$ cat config.mk
export PLATFORM = sky130hd
export DESIGN_NAME = tap_own_gate
export DESIGN_NICKNAME = d
export VERILOG_FILES = /design/src/rtl/tapgate_pkg.sv /design/src/rtl/tapgate_decode.sv /design/src/rtl/tapgate_ctrl.sv /design/src/rtl/tapgate_pins.sv /design/src/rtl/tap_own_gate.sv
export SDC_FILE = /design/constraint.sdc
export NUM_CORES = 1
export LEC_CHECK = 0
export BUFFER_PORTS_ARGS = -buffer_cell sky130_fd_sc_hd__buf_2
export CORE_AREA = 8 8 45 47
export CTS_CLUSTER_SIZE = 8
export DETAILED_ROUTE_END_ITERATION = 10
export DIE_AREA = 0 0 53 55
export REMOVE_ABC_BUFFERS = 1
export SETUP_SLACK_MARGIN = 0.02
export SYNTH_ARGS = -nofsm -noshare
export SYNTH_HDL_FRONTEND = slang
export SYNTH_SLANG_ARGS = --single-unit
$ cat constraint.sdc
create_clock -name clk -period 1.17 [get_ports clk]
set_input_delay 0.0585 -clock clk [delete_from_list [all_inputs] [get_ports clk]]
set_output_delay 0.0585 -clock clk [all_outputs]
set_load 0.03 [all_outputs]
$ cat src/rtl/tapgate_pkg.sv
package tapgate_pkg;

    typedef enum logic [3:0] {
        TS_RESET    = 4'h0,
        TS_IDLE     = 4'h1,
        TS_SEL_DR   = 4'h2,
        TS_CAP_DR   = 4'h3,
        TS_SHIFT_DR = 4'h4,
        TS_EX1_DR   = 4'h5,
        TS_PAUSE_DR = 4'h6,
        TS_EX2_DR   = 4'h7,
        TS_UPD_DR   = 4'h8,
        TS_SEL_IR   = 4'h9,
        TS_CAP_IR   = 4'hA,
        TS_SHIFT_IR = 4'hB,
        TS_EX1_IR   = 4'hC,
        TS_PAUSE_IR = 4'hD,
        TS_EX2_IR   = 4'hE,
        TS_UPD_IR   = 4'hF
    } tap_state_e;

    typedef struct packed {
        logic client_rst;
        logic owner;
        logic flush_pulse;
    } gate_regs_t;

    localparam gate_regs_t GATE_RESET = '{client_rst: 1'b1, owner: 1'b0, flush_pulse: 1'b0};

    function automatic logic is_shift(tap_state_e s);
        return (s == TS_SHIFT_DR) || (s == TS_SHIFT_IR);
    endfunction

endpackage

$ cat src/rtl/tapgate_decode.sv
module tapgate_decode
    import tapgate_pkg::*;
#(
    parameter int unsigned IR_W        = 4,
    parameter int unsigned ENABLE_CODE = 'hA
) (
    input  logic [3:0]      tap_state,
    input  logic [IR_W-1:0] ir_value,
    input  logic            comply_en,
    output logic            rst_cond,
    output logic            in_upd_ir,
    output logic            in_shift,
    output logic            code_match
);
    localparam logic [IR_W-1:0] OWN_CODE = IR_W'(ENABLE_CODE);

    tap_state_e state;

    always_comb begin
        state      = tap_state_e'(tap_state);
        rst_cond   = (state == TS_RESET) || !comply_en;
        in_upd_ir  = (state == TS_UPD_IR);
        in_shift   = is_shift(state);
        code_match = (ir_value == OWN_CODE);
    end
endmodule

$ cat src/rtl/tapgate_ctrl.sv
module tapgate_ctrl
    import tapgate_pkg::*;
(
    input  logic clk,
    input  logic por_n,
    input  logic rst_cond,
    input  logic in_upd_ir,
    input  logic code_match,
    output logic client_rst,
    output logic owner,
    output logic flush_pulse
);
    gate_regs_t regs_d, regs_q;

    always_comb begin
        regs_d             = regs_q;
        regs_d.flush_pulse = 1'b0;
        if (rst_cond) begin
            regs_d.client_rst  = 1'b1;
            regs_d.owner       = 1'b0;
            regs_d.flush_pulse = !regs_q.client_rst;
        end else begin
            regs_d.client_rst = 1'b0;
            if (in_upd_ir) begin
                regs_d.owner = code_match;
            end
        end
    end

    always_ff @(posedge clk or negedge por_n) begin
        if (!por_n) begin
            regs_q <= GATE_RESET;
        end else begin
            regs_q <= regs_d;
        end
    end

    assign client_rst  = regs_q.client_rst;
    assign owner       = regs_q.owner;
    assign flush_pulse = regs_q.flush_pulse;
endmodule

$ cat src/rtl/tapgate_pins.sv
module tapgate_pins #(
    parameter int unsigned      AUX_W    = 4,
    parameter logic [AUX_W-1:0] AUX_IDLE = AUX_W'(12)
) (
    input  logic             client_rst,
    input  logic             owner,
    input  logic             comply_en,
    input  logic             in_shift,
    input  logic             tdi,
    input  logic             tms,
    input  logic             tck,
    input  logic             pad_own,
    input  logic [AUX_W-1:0] aux_in,
    output logic             tdo_oe,
    output logic             client_tdi,
    output logic             client_tms,
    output logic             client_tck,
    output logic [AUX_W-1:0] aux_out
);
    logic live;
    logic force_idle;

    assign live       = !client_rst;
    assign force_idle = client_rst && pad_own;

    assign tdo_oe     = owner && live && comply_en && in_shift;
    assign client_tdi = tdi && live;
    assign client_tms = tms && live;
    assign client_tck = tck && live;

    for (genvar i = 0; i < AUX_W; i++) begin : g_aux
        assign aux_out[i] = force_idle ? AUX_IDLE[i] : aux_in[i];
    end
endmodule

$ cat src/rtl/tap_own_gate.sv
module tap_own_gate #(
    parameter int unsigned      IR_W        = 4,
    parameter int unsigned      ENABLE_CODE = 'hA,
    parameter int unsigned      AUX_W       = 4,
    parameter logic [AUX_W-1:0] AUX_IDLE    = AUX_W'(12)
) (
    input  logic             clk,
    input  logic             por_n,
    input  logic             comply_en,
    input  logic [3:0]       tap_state,
    input  logic [IR_W-1:0]  ir_value,
    input  logic             tdi,
    input  logic             tms,
    input  logic             tck,
    input  logic             pad_own,
    input  logic [AUX_W-1:0] aux_in,
    output logic             client_rst,
    output logic             owner,
    output logic             tdo_oe,
    output logic             client_tdi,
    output logic             client_tms,
    output logic             client_tck,
    output logic [AUX_W-1:0] aux_out,
    output logic             flush_req,
    output logic             flush_pulse
);
    logic rst_cond, in_upd_ir, in_shift, code_match;

    tapgate_decode #(.IR_W(IR_W), .ENABLE_CODE(ENABLE_CODE)) decode_i (
        .tap_state  (tap_state),
        .ir_value   (ir_value),
        .comply_en  (comply_en),
        .rst_cond   (rst_cond),
        .in_upd_ir  (in_upd_ir),
        .in_shift   (in_shift),
        .code_match (code_match)
    );

    tapgate_ctrl ctrl_i (
        .clk         (clk),
        .por_n       (por_n),
        .rst_cond    (rst_cond),
        .in_upd_ir   (in_upd_ir),
        .code_match  (code_match),
        .client_rst  (client_rst),
        .owner       (owner),
        .flush_pulse (flush_pulse)
    );

    tapgate_pins #(.AUX_W(AUX_W), .AUX_IDLE(AUX_IDLE)) pins_i (
        .client_rst (client_rst),
        .owner      (owner),
        .comply_en  (comply_en),
        .in_shift   (in_shift),
        .tdi        (tdi),
        .tms        (tms),
        .tck        (tck),
        .pad_own    (pad_own),
        .aux_in     (aux_in),
        .tdo_oe     (tdo_oe),
        .client_tdi (client_tdi),
        .client_tms (client_tms),
        .client_tck (client_tck),
        .aux_out    (aux_out)
    );

    assign flush_req = client_rst;
endmodule

; Word level (Yosys, flattened, before mapping)
; Cells that the tools add are included.
[totals]
memories = 0
wordCells = 27
ff_bits = 3
in_bits = 19
ramBits = 0
romBits = 0
latch_bits = 0
output_inout_bits = 12
[classes]
n_eq_ne = 4
add_sub_neg = 0
reduce_logical = 13
muxes = 7
bitwise = 0
magnitude_cmp = 0
div_mod_pow = 0
multipliers = 0
shift = 0
[ops]
columns = operator, count
row1 = $eq A4 B4 Y1 const B, 3
row2 = $logic_and A1 B1 Y1, 7
row3 = $mux W1, 6
row4 = $eq A4 B3 Y1 const B, 1
row5 = $logic_not A4 Y1, 1
row6 = $logic_not A1 Y1, 2
row7 = $logic_or A1 B1 Y1, 2
row8 = $mux W2, 1
row9 = $reduce_bool A2 Y1, 1

; Depth between registers and ports, before layout
; Gate-level depths: netlist of run 1.
[logic_depth]
depth_word = 4
depth_mapped = 3
mapped_depth_nobuf = 3

; Cells and area by module
; From an unflattened synthesis of run 1, not the netlist that was laid out.
[hier_totals]
hier_cells = 22
hier_area_um2 = 216.5
[by_module_without_submodules]
columns = mod, area_per_inst_um2, cells_per_inst, seq_area_each_um2, n_inst
row1 = tapgate_ctrl, 96.3, 6, 76.3, 1
row2 = tapgate_pins, 68.8, 8, 0.0, 1
row3 = tapgate_decode, 43.8, 7, 0.0, 1
row4 = tap_own_gate, 7.5, 1, 0.0, 1

; Worst setup path after synthesis of run 1
; Ideal clock, no wire load.
[synth_path]
path_kind = input -> output
start = input tap_state[0]
end = output tdo_oe
required_time_ns = 1.112
slack_ns = -0.022
t_arrival_ns = 1.133
cell_stages = 3
n_path_buf = 0
path_cell_list = or3_4 mux2_4 nor3_2
[synth_between]
elab_chain_len = 3
elab_cells_between_ends = 4
classes_between = 2 x eq/ne / 2 x reduce/logical
[synth_rtl]
columns = item, line
row1 = start: declaration, tap_own_gate.sv:10  ; input logic [3:0] tap_state,
row2 = $eq A4 B3 Y1 or $eq A4 B4 Y1 (tied branches), tapgate_pkg.sv:31  ; return (s == TS_SHIFT_DR) || (s == TS_SHIFT_IR);
row3 = $logic_or A1 B1 Y1 *, tapgate_pkg.sv:31
row4 = $logic_and A1 B1 Y1 *, tapgate_pins.sv:26  ; assign tdo_oe = owner && live && comply_en && in_shift;
row5 = end: declaration, tap_own_gate.sv:19  ; output logic tdo_oe,
; Every way passes the cells marked *; elsewhere a longest branch is shown, timed or not.

; Worst setup path after layout of run 1
[layout_path]
start = register ctrl_i.regs_q[2] (netlist: ctrl_i.client_rst)
end = output aux_out[0]
[layout_between]
elab_chain_len = 2
[layout_rtl]
columns = item, line
row1 = start: declaration, tapgate_ctrl.sv:13  ; gate_regs_t regs_d, regs_q;
row2 = start signal: assignment, tapgate_ctrl.sv:34  ; regs_q <= regs_d;
row3 = $logic_and A1 B1 Y1, tapgate_pins.sv:24  ; assign force_idle = client_rst && pad_own;
row4 = $mux W1, tapgate_pins.sv:32  ; assign aux_out[i] = force_idle ? AUX_IDLE[i] : aux_in[i];
row5 = end: declaration, tap_own_gate.sv:23  ; output logic [AUX_W-1:0] aux_out,
; No other way between the ends.

==> impl_metrics.env, run 1 <==
export IMPL_die_h_um=55
export IMPL_cts_buffer_depth=2
export IMPL_required_ps=1110
export IMPL_r2r_setup_slack_ps=360
export IMPL_p_leak_nw=0.2793
export IMPL_diodes=0
export IMPL_p_int_w=0.0003290
export IMPL_setup_violations=0
export IMPL_end_kind="output port"
export IMPL_synth_simple_gate_area_share=0.4689
export IMPL_synth_compound_area_frac=0.03955
export IMPL_fin_crit_sh=0.9926
export IMPL_worstPathMaxFanout=4
export IMPL_dr_total_vias=321
export IMPL_stdcell_count=79
export IMPL_p_comb_frac=0.374
export IMPL_startpoint="ctrl_i.client_rst$_DFF_PN1_"
export IMPL_setup_tns_ps=0
export IMPL_dr_pass1_iters=1
export IMPL_fp_dieArea_um2=2915
export IMPL_cp_slowest_cell="dfstp_2"
export IMPL_synth_seq_cells=3
export IMPL_cellPowerDensity_nw_per_um2=891.1
export IMPL_grt_pass1_wl_mm=1.235
export IMPL_synth_top_family_by_area="simple AND/OR/NAND/NOR gates"
export IMPL_grt_pass1_vias=316
export IMPL_wirelength_um=826
export IMPL_drive_gt1_frac=0.7302
export IMPL_wl_per_cell_um=10.46
export IMPL_syn2layout_area_growth_pct=137.9
export IMPL_power_w=0.0004694
export IMPL_multi_input_area_um2=145.1
export IMPL_post_cts_buffers=0
export IMPL_cts_sinks=3
export IMPL_numCtsBuffers=3
export IMPL_cts_root_buf="clkbuf_4"
export IMPL_detail_route_vias_per_cell=4.063
export IMPL_final_antenna_net_count=0
export IMPL_pre_cts_slack_ps=-53.31
export IMPL_drc=0
export IMPL_setup_slack_ps=8.629
export IMPL_clkTransAtPathRegs_ps=40
export IMPL_hp_class="in -> reg"
export IMPL_ys_seq_area_frac=0.3446
export IMPL_slew_violations=0
export IMPL_muxShareOfSynthArea=0.1130
export IMPL_antenna_found_initial=0
export IMPL_max_stage_delay_ps=540
export IMPL_critPathBufInv=1
export IMPL_port_buffer_count=30
export IMPL_place_hpwl_um=705
export IMPL_grt_max_degree=8
export IMPL_place_congestion=0.6459
export IMPL_die_w_um=53
export IMPL_cp_start_kind="register"
export IMPL_grt_usage=0.06130
export IMPL_fillers=151
export IMPL_netSwitchingFraction=0.2991
export IMPL_max_slew_worst_pin_slew_ps=215.6
export IMPL_ys_types=16
export IMPL_num_rows=14
export IMPL_critPathKind="reg -> out"
export IMPL_core_area_um2=1384
export IMPL_reg2reg_depth=2
export IMPL_timing_rr_end="ctrl_i.flush_pulse$_DFF_PN0_"
export IMPL_cts_htree_levels=1
export IMPL_p_switching_w=0.0001404
export IMPL_synth_xor_area_frac=0
export IMPL_synthCells=23
export IMPL_timing_slew_headroom=0.8543
export IMPL_yosys_warnings=0
export IMPL_period_minus_slack_ps=1161
export IMPL_postSynthAreaPerCell_um2=9.629
export IMPL_power_frac_seq=0.240
export IMPL_min_to="ctrl_i.client_rst$_DFF_PN1_"
export IMPL_critPathTopFamily="flip-flops"
export IMPL_status="complete, no violations"
export IMPL_cts_tree="done"
export IMPL_maxCapViolCount=0
export IMPL_rsz0062_at_grt="true"
export IMPL_clkPwrFrac=0.387
export IMPL_layout_nets=83
export IMPL_reg2reg_from="ctrl_i.client_rst$_DFF_PN1_"
export IMPL_synthAdderAreaFrac=0
export IMPL_crit_chain="nand2_2 > and2_4 > buf_6"
export IMPL_gr_total_overflow=0
export IMPL_min_from="tap_state[2]"
export IMPL_dr_first_iter_drc_count=0
export IMPL_ioPinCount=31
export IMPL_dp_cells=73
export IMPL_start_util=0.1600
export IMPL_hold_viol=0
export IMPL_seq_area_um2=76.32
export IMPL_fmax_ghz=0.8611
export IMPL_hold_depth=2
export IMPL_critPathArrivalTime_ps=1100
export IMPL_clkLatencyLatePin_ps=230
export IMPL_fin_worst_skew_ps=2.372
export IMPL_vdd_drop_max_mv=0.2552
export IMPL_synth_area_um2=221.5
worst max path at each step:
| stage | to | slack (ps) | cells past startpoint |
|---|---|---|---|
| 3_3_place_gp | tdo_oe | -40 | 5 |
| 4_1_cts | aux_out[1] | -7 | 3 |
| 3_5_place_dp | tdo_oe | -50 | 5 |
| 6_report | aux_out[0] | 9 | 3 |
| 2_1_floorplan | aux_out[0] | -60 | 2 |
| 5_1_grt | client_tdi | -50 | 3 |
kinds of logic (layout without fill, tap and decap cells):
group           Yosys count  in the layout
flops                     3              3
compound gates            1              1
buf+inv                   1             41
simple gates             16             16
mux                       2              2
flip-flops by register name (all words and copies together) (netlist names):
signal              flops
ctrl_i.client_rst       1
ctrl_i.flush_pulse      1
ctrl_i.owner            1
Yosys cell counts:
library cell | number | area share
nor3_2 | 1 | 0.045
dfstp_2 | 1 | 0.12
nand3_1 | 1 | 0.023
mux2i_1 | 1 | 0.045
nor2b_1 | 4 | 0.11
nor2_1 | 1 | 0.017
or3_4 | 1 | 0.051
nor4bb_1 | 1 | 0.045
o21ai_2 | 1 | 0.040
buf_4 | 1 | 0.034
nand4_1 | 1 | 0.028
nand2b_1 | 2 | 0.056
dfrtp_1 | 2 | 0.23
mux2_4 | 1 | 0.068
and2_1 | 2 | 0.056
nand2_1 | 2 | 0.034
through the flow:
step / hold WS (ps) / util / cell area [um2]
after global routing: 34.39 / 0.3807 / 526.8
after global placement: -144.5 / 0.3047 / 421.7
after CTS: 26.02 / 0.3698 / 511.7
after floorplan: -237.1 / - / 214.0
after detailed placement: -145.7 / 0.3047 / 421.7
final: 32.28 / 0.3807 / 526.8
per-layer routing:
layer | routed length [um] | vias up | global-route usage
li1 | - | 159 | -
met4 | 0 | 0 | 0.05172
met5 | 0 | - | 0
met2 | 331 | 28 | 0.09375
met1 | 291 | 134 | 0.04733
met3 | 203 | 0 | 0.05615
timing repair:
item,4_1_cts,5_1_grt
hold buffers,2,0
hold endpoints to repair,4,0
pin swaps,4,1
endpoints found under the setup margin,10,10
gates resized for setup,16,4
placed cells by master (no fill, tap or decap), types with 2 or more instances in the layout:
cell type | synthesis | layout
clkbuf_4 | 0 | 3
buf_4 | 1 | 8
nor2b_1 | 4 | 4
dlygate4sd3_1 | 0 | 2
and2_4 | 0 | 2
nand2b_1 | 2 | 2
buf_2 | 0 | 20
buf_6 | 0 | 7
dfrtp_1 | 2 | 2
final cells by class:
cell class	count	area share
timing repair buffer	37	0.4917
sequential	3	0.1449
clock buffer	4	0.04988
tap	16	0.03800
multi-input combinational	19	0.2755
power by group through the flow:
stage | Clock (W) | Combinational [W] | Sequential, W
after floorplan | 0 | 0.0000566 | 0.000130
after global placement | 0 | 0.000142 | 0.000113
after detailed placement | 0 | 0.000143 | 0.000113
after CTS | 0.000194 | 0.000170 | 0.000112
after global routing | 0.000208 | 0.000187 | 0.000113
final | 0.000181 | 0.000175 | 0.000113
Note: power is estimated with default switching activity, not from simulation.
==> run 2, diff against run 1 <==
--- a/config.mk
+++ b/config.mk
@@ -7,6 +7,7 @@
 export LEC_CHECK = 0
 export BUFFER_PORTS_ARGS = -buffer_cell sky130_fd_sc_hd__buf_2
 export CORE_AREA = 8 8 45 47
+export CTS_BUF_LIST = sky130_fd_sc_hd__clkbuf_8
 export CTS_CLUSTER_SIZE = 8
 export DETAILED_ROUTE_END_ITERATION = 10
 export DIE_AREA = 0 0 53 55
==> run 2 against run 1 <==
  * Non-clock buffer count decreased by 1
  * Sequential share of layout area hardly changed
  * Setup slack better by 20 ps
  * Clock-buffer cell count down 1
  * Hold slack lost 20 ps
==> impl_metrics.env, run 2 (synthesized netlist as in run 1, its figures left out) <==
export IMPL_status="complete, no violations"
export IMPL_slew_violations=0
export IMPL_cts_root_buf="clkbuf_8"
export IMPL_cts_sinks=3
export IMPL_clkTransAtPathRegs_ps=30
export IMPL_met1Wirelength_um=281
export IMPL_num_rows=14
export IMPL_syn2layout_area_growth_pct=137.3
export IMPL_post_cts_buffers=0
export IMPL_end_kind="output port"
export IMPL_timing_slew_headroom=0.8543
export IMPL_dr_wl_met2_um=328
export IMPL_detail_route_vias_per_cell=4.026
export IMPL_period_minus_slack_ps=1142
export IMPL_diodes=0
export IMPL_place_area_um2=421.7
export IMPL_cellPowerDensity_nw_per_um2=1085
export IMPL_gr_total_overflow=0
export IMPL_place_hpwl_um=705
export IMPL_fillers=153
export IMPL_fin_crit_sh=0.9759
export IMPL_wirelength_um=816
export IMPL_numCtsBuffers=3
export IMPL_final_antenna_net_count=0
export IMPL_route_met3_wl_um=206
export IMPL_grt_pass1_vias=310
export IMPL_final_area_um2=525.5
export IMPL_cts_buffer_depth=2
export IMPL_cp_start_kind="register"
export IMPL_vdd_drop_max_mv=0.3559
export IMPL_port_buffer_count=30
export IMPL_critPathKind="reg -> out"
export IMPL_p_leak_nw=0.2841
export IMPL_hold_viol=0
export IMPL_place_congestion=0.6459
export IMPL_setup_violations=0
export IMPL_dr_total_vias=314
export IMPL_die_w_um=53
export IMPL_drc=0
export IMPL_setup_tns_ps=0
export IMPL_critPathArrivalTime_ps=1080
export IMPL_core_area_um2=1384
export IMPL_dr_first_iter_drc_count=1
export IMPL_rsz0062_at_grt="true"
export IMPL_layout_nets=82
export IMPL_ioPinCount=31
export IMPL_cts_htree_levels=1
export IMPL_max_slew_worst_pin_slew_ps=215.6
export IMPL_maxCapViolCount=0
export IMPL_clkLatencyLatePin_ps=210
export IMPL_layout_common_cells="buf_2, buf_4, buf_6"
export IMPL_start_util=0.1600
export IMPL_drive_gt1_frac=0.7419
export IMPL_fin_worst_skew_ps=1.337
export IMPL_grt_pass1_wl_mm=1.207
export IMPL_antenna_found_initial=0
export IMPL_required_ps=1110
export IMPL_layout_commonest_cell="buf_2"
export IMPL_grt_usage=0.05747
export IMPL_hp_class="in -> reg"
export IMPL_routed_top_layer="met3"
export IMPL_wl_per_cell_um=10.46
export IMPL_die_h_um=55
export IMPL_dr_pass1_iters=2
export IMPL_grt_max_degree=8
export IMPL_fmax_ghz=0.8759
export IMPL_fp_dieArea_um2=2915
export IMPL_cts_tree="done"
export IMPL_worstPathMaxFanout=4
[run 2: changes by cell type in the layout (fill, tap and decap cells not counted)]
cell and delta:
buf_2 +1, buf_4 +1, buf_6 -2, clkbuf_1 -1
clkbuf_4 -3, clkbuf_8 +3, dlygate4sd3_1 -1, inv_1 +1
[run 2: final cells by class]
class / count / area, um2 / area share
clock inverters: 1 / 3.754 / 0.007143
repair buffers: 36 / 239.0 / 0.4548
well taps: 16 / 20.02 / 0.03810
multi-input cells: 19 / 145.1 / 0.2762
flip-flops and latches: 3 / 76.32 / 0.1452
clock buffers: 3 / 41.29 / 0.07857
[run 2: critical path, cell delays in order, from the launching register on]
cell and delay, ps:
dfstp_2 530, nand2_2 70, and2_4 140, buf_6 130
[run 2: layer usage]
layer | GRT usage | up-vias
met3 | 0.04278 | 0
met5 | 0 | -
met4 | 0.05172 | 0
met1 | 0.04427 | 130
met2 | 0.09375 | 28
li1 | - | 156
[run 2: worst paths after layout]
kind	start	end	slack, ps	depth (start not counted)
max reg2reg	ctrl_i.client_rst$_DFF_PN1_	ctrl_i.flush_pulse$_DFF_PN0_	360	2
max	ctrl_i.client_rst$_DFF_PN1_	aux_out[0]	30	3
min in group asynchronous	por_n	ctrl_i.owner$_DFFE_PN0P_	170	2
min	comply_en	ctrl_i.client_rst$_DFF_PN1_	10	2
min reg2reg	ctrl_i.owner$_DFFE_PN0P_	ctrl_i.owner$_DFFE_PN0P_	560	2
max in group asynchronous	por_n	ctrl_i.client_rst$_DFF_PN1_	800	2
[run 2: timing repair]
| action | 4_1_cts | 5_1_grt |
|---|---|---|
| setup endpoints to repair | 4 | 10 |
| hold buffers | 1 | 0 |
| gates resized for setup | 8 | 15 |
| hold endpoints to repair | 3 | 0 |
| pin swaps | 4 | 1 |
[run 2: stage by stage]
stage	instances	worst slack (ps)	power, W	hold slack, ps	util
floorplan	22	-64.50	0.0001864	-237.1	-
global placement	73	-40.18	0.0002548	-144.5	0.3047
detailed placement	73	-53.31	0.0002561	-145.7	0.3047
CTS	78	12.33	0.0005703	12.92	0.3608
global route	78	-17.83	0.0006016	17.40	0.3797
finish	78	28.25	0.0005703	12.16	0.3797
[run 2: power by group]
| group | internal, W | leakage (nW) | switching (W) | total [W] |
|---|---|---|---|---|
| clock | 0.000223 | 0.0269 | 0.0000662 | 0.000289 |
| combinational | 0.0000850 | 0.220 | 0.0000832 | 0.000168 |
| sequential | 0.000110 | 0.0374 | 0.00000222 | 0.000113 |
==> run 3, diff against run 2 <==
--- a/config.mk
+++ b/config.mk
@@ -5,6 +5,7 @@
 export SDC_FILE = /design/constraint.sdc
 export NUM_CORES = 1
 export LEC_CHECK = 0
+export ABC_AREA = 1
 export BUFFER_PORTS_ARGS = -buffer_cell sky130_fd_sc_hd__buf_2
 export CORE_AREA = 8 8 45 47
 export CTS_BUF_LIST = sky130_fd_sc_hd__clkbuf_8
==> run 3 against run 2 <==
  * The flow now finishes with violations (negative setup slack)
  * Critical path depth up 1
  * Fmax is 3.2% lower
  * Clock-buffer cell count did not move
  * Synthesized cell count grew 91%
  * Hold slack better by 93 ps
  * Sequential power barely moved
  * Non-clock buffer count down 4
  * Total power down 0.53%
  * Via count up 15%
==> impl_metrics.env, run 3 <==
export IMPL_max_slew_worst_pin_slew_ps=174.3
export IMPL_core_area_um2=1384
export IMPL_dr_first_iter_drc_count=0
export IMPL_synthCells=44
export IMPL_synth_seq_cells=3
export IMPL_layout_common_cells="buf_2, nor2_1, inv_1"
export IMPL_synth_commonest_cells="nor2_1, inv_1, nand2_1"
export IMPL_final_area_um2=508.0
export IMPL_setup_violations=1
export IMPL_hp_class="in -> reg"
export IMPL_status="complete, but fails checks"
export IMPL_dr_pass1_iters=1
export IMPL_grt_max_degree=7
export IMPL_reg2reg_from="ctrl_i.client_rst$_DFF_PN1_"
export IMPL_port_buffer_count=30
export IMPL_synth_area_um2=247.7
export IMPL_fin_crit_sh=1.008
export IMPL_timing_rr_end="ctrl_i.flush_pulse$_DFF_PN0_"
export IMPL_maxCapViolCount=0
export IMPL_synth_compound_area_frac=0.06061
export IMPL_fmax_ghz=0.8475
export IMPL_max_stage_delay_ps=540
export IMPL_wl_per_cell_um=10.19
export IMPL_slew_violations=0
export IMPL_startpoint="ctrl_i.client_rst$_DFF_PN1_"
export IMPL_yosysTopAreaCell="dfrtp_1"
export IMPL_ys_types=11
export IMPL_rsz0062_at_grt="true"
export IMPL_fillers=156
export IMPL_timing_slew_headroom=0.8829
export IMPL_clkLatencyLatePin_ps=210
export IMPL_critPathKind="reg -> out"
export IMPL_ioPinCount=31
export IMPL_gr_total_overflow=0
export IMPL_place_congestion=0.7860
export IMPL_antenna_found_initial=0
export IMPL_postSynthAreaPerCell_um2=5.630
export IMPL_dr_wl_met2_um=496
export IMPL_place_hpwl_um=781.7
export IMPL_muxShareOfSynthArea=0
export IMPL_synthAdderAreaFrac=0
export IMPL_synth_main_ff_cell="dfrtp_1"
export IMPL_yosys_warnings=0
export IMPL_die_w_um=53
export IMPL_vdd_drop_max_mv=0.3737
export IMPL_cts_buffer_depth=2
export IMPL_num_rows=14
export IMPL_violations="negative setup slack"
export IMPL_worstPathMaxFanout=4
export IMPL_layout_nets=99
export IMPL_start_util=0.1790
export IMPL_required_ps=1110
export IMPL_met1Wirelength_um=254
export IMPL_end_kind="output port"
export IMPL_reg2reg_depth=2
export IMPL_cts_tree="done"
export IMPL_seq_area_um2=76.32
export IMPL_place_area_um2=410.4
export IMPL_fp_dieArea_um2=2915
export IMPL_numCtsBuffers=3
export IMPL_synth_top_family_by_area="simple AND/OR/NAND/NOR gates"
export IMPL_diodes=0
export IMPL_layout_commonest_cell="buf_2"
export IMPL_hold_viol=0
export IMPL_cts_sinks=3
export IMPL_syn2layout_area_growth_pct=105.1
export IMPL_whs_ps=105.3
export IMPL_dr_total_vias=362
export IMPL_dp_cells=89
export IMPL_crit_chain="nand2_2 > inv_2 > or2_1 > buf_6"
export IMPL_die_h_um=55
export IMPL_cellPowerDensity_nw_per_um2=1117
export IMPL_p_leak_nw=0.3259
export IMPL_grt_usage=0.06455
export IMPL_setup_tns_ps=-9.890
export IMPL_routed_top_layer="met3"
export IMPL_synth_simple_gate_area_share=0.4040
export IMPL_grt_pass1_wl_mm=1.304
export IMPL_drc=0
export IMPL_synth_xor_area_frac=0
export IMPL_fin_worst_skew_ps=2.252
export IMPL_drive_gt1_frac=0.4937
export IMPL_clkTransAtPathRegs_ps=30
export IMPL_period_minus_slack_ps=1180
export IMPL_grt_pass1_vias=330
export IMPL_critPathArrivalTime_ps=1120
export IMPL_r2r_setup_slack_ps=320
export IMPL_ys_seq_area_frac=0.3081
export IMPL_route_met3_wl_um=217
export IMPL_detail_route_vias_per_cell=3.811
export IMPL_critPathCapture="aux_out[2]"
export IMPL_pre_cts_slack_ps=93.11
export IMPL_synth_area_leaders="dfrtp_1, nor2_1, inv_1, nand2_1, dfstp_2"
export IMPL_cts_htree_levels=1
export IMPL_synth_edf_count=0
export IMPL_final_antenna_net_count=0
export IMPL_cp_slowest_cell="dfstp_2"
export IMPL_yosys_area_top_type_share=0.2020
export IMPL_multi_input_area_um2=117.6
export IMPL_yosysMostFrequentCell="nor2_1"
export IMPL_ys_async_sr_fraction=1.000
export IMPL_cts_root_buf="clkbuf_8"
export IMPL_stdcell_count=95
export IMPL_wirelength_um=968
export IMPL_setup_slack_ps=-9.890
export IMPL_cp_start_kind="register"
==> run 3: cell types whose count changed in the layout (fill, tap and decap cells not counted), moves of 2 or more <==
| cell | change |
|---|---|
| inv_1 | +11 |
| nor2_1 | +12 |
| and2_4 | -2 |
| inv_2 | +2 |
| nand2b_1 | -2 |
| buf_6 | -3 |
| nand2_1 | +7 |
| or2_1 | +2 |
| nor2b_1 | -4 |
==> run 3: routing by layer <==
layer | up-vias | global-route usage
li1 | 191 | -
met5 | - | 0
met4 | 0 | 0.05172
met1 | 149 | 0.04116
met3 | 0 | 0.05348
met2 | 22 | 0.1152
==> run 3: cell families (layout without fill, tap and decap cells) <==
kind of cell | Yosys count | count (layout)
AND/OR/NAND/NOR | 25 | 25
buffers and inverters | 14 | 49
flip-flops | 3 | 3
AO/OA/AOI/OAI | 2 | 2
==> run 3: critical path, delay by kind of cell (launching register included) <==
| family | cells | cell delay [ps] |
|---|---|---|
| DFF | 1 | 540 |
| buffers and inverters | 2 | 190 |
| and+or+nand+nor | 2 | 170 |
==> run 3: repair_timing <==
item,CTS,global route
endpoints found under the hold margin,3,0
resized for setup,8,9
pin swaps,1,1
setup endpoints to repair,5,10
hold buffers,1,0
buffers inserted,1,0
==> run 3: worst min-delay path by stage <==
stage / to / slack [ps] / cells after the start / start
2_1_floorplan: ctrl_i.flush_pulse$_DFF_PN0_ / -240 / 0 / por_n
3_3_place_gp: ctrl_i.flush_pulse$_DFF_PN0_ / -140 / 1 / por_n
3_5_place_dp: ctrl_i.flush_pulse$_DFF_PN0_ / -140 / 1 / por_n
4_1_cts: ctrl_i.client_rst$_DFF_PN1_ / 100 / 4 / comply_en
5_1_grt: ctrl_i.client_rst$_DFF_PN1_ / 120 / 4 / comply_en
6_report: ctrl_i.client_rst$_DFF_PN1_ / 110 / 4 / comply_en
==> run 3: final cells by class <==
cell class              instances  area share
flip-flops and latches          3      0.1502
well taps                      16     0.03941
clock buffers                   3     0.08128
multi-input cells              27      0.2315
clock inverters                 1    0.007389
repair buffers                 32      0.3941
inverters                      13     0.09606
==> run 3: per-stage QoR <==
step | utilization | power [W]
2_1_floorplan | - | 0.0001977
3_3_place_gp | 0.2966 | 0.0002568
3_5_place_dp | 0.2966 | 0.0002590
4_1_cts | 0.3580 | 0.0005708
5_1_grt | 0.3671 | 0.0005985
6_report | 0.3671 | 0.0005673
==> run 3: power by group <==
group / internal, W / total, W / switching (W)
Combinational: 0.0000703 / 0.000165 / 0.0000943
Clock: 0.000223 / 0.000288 / 0.0000649
Sequential: 0.000111 / 0.000115 / 0.00000325
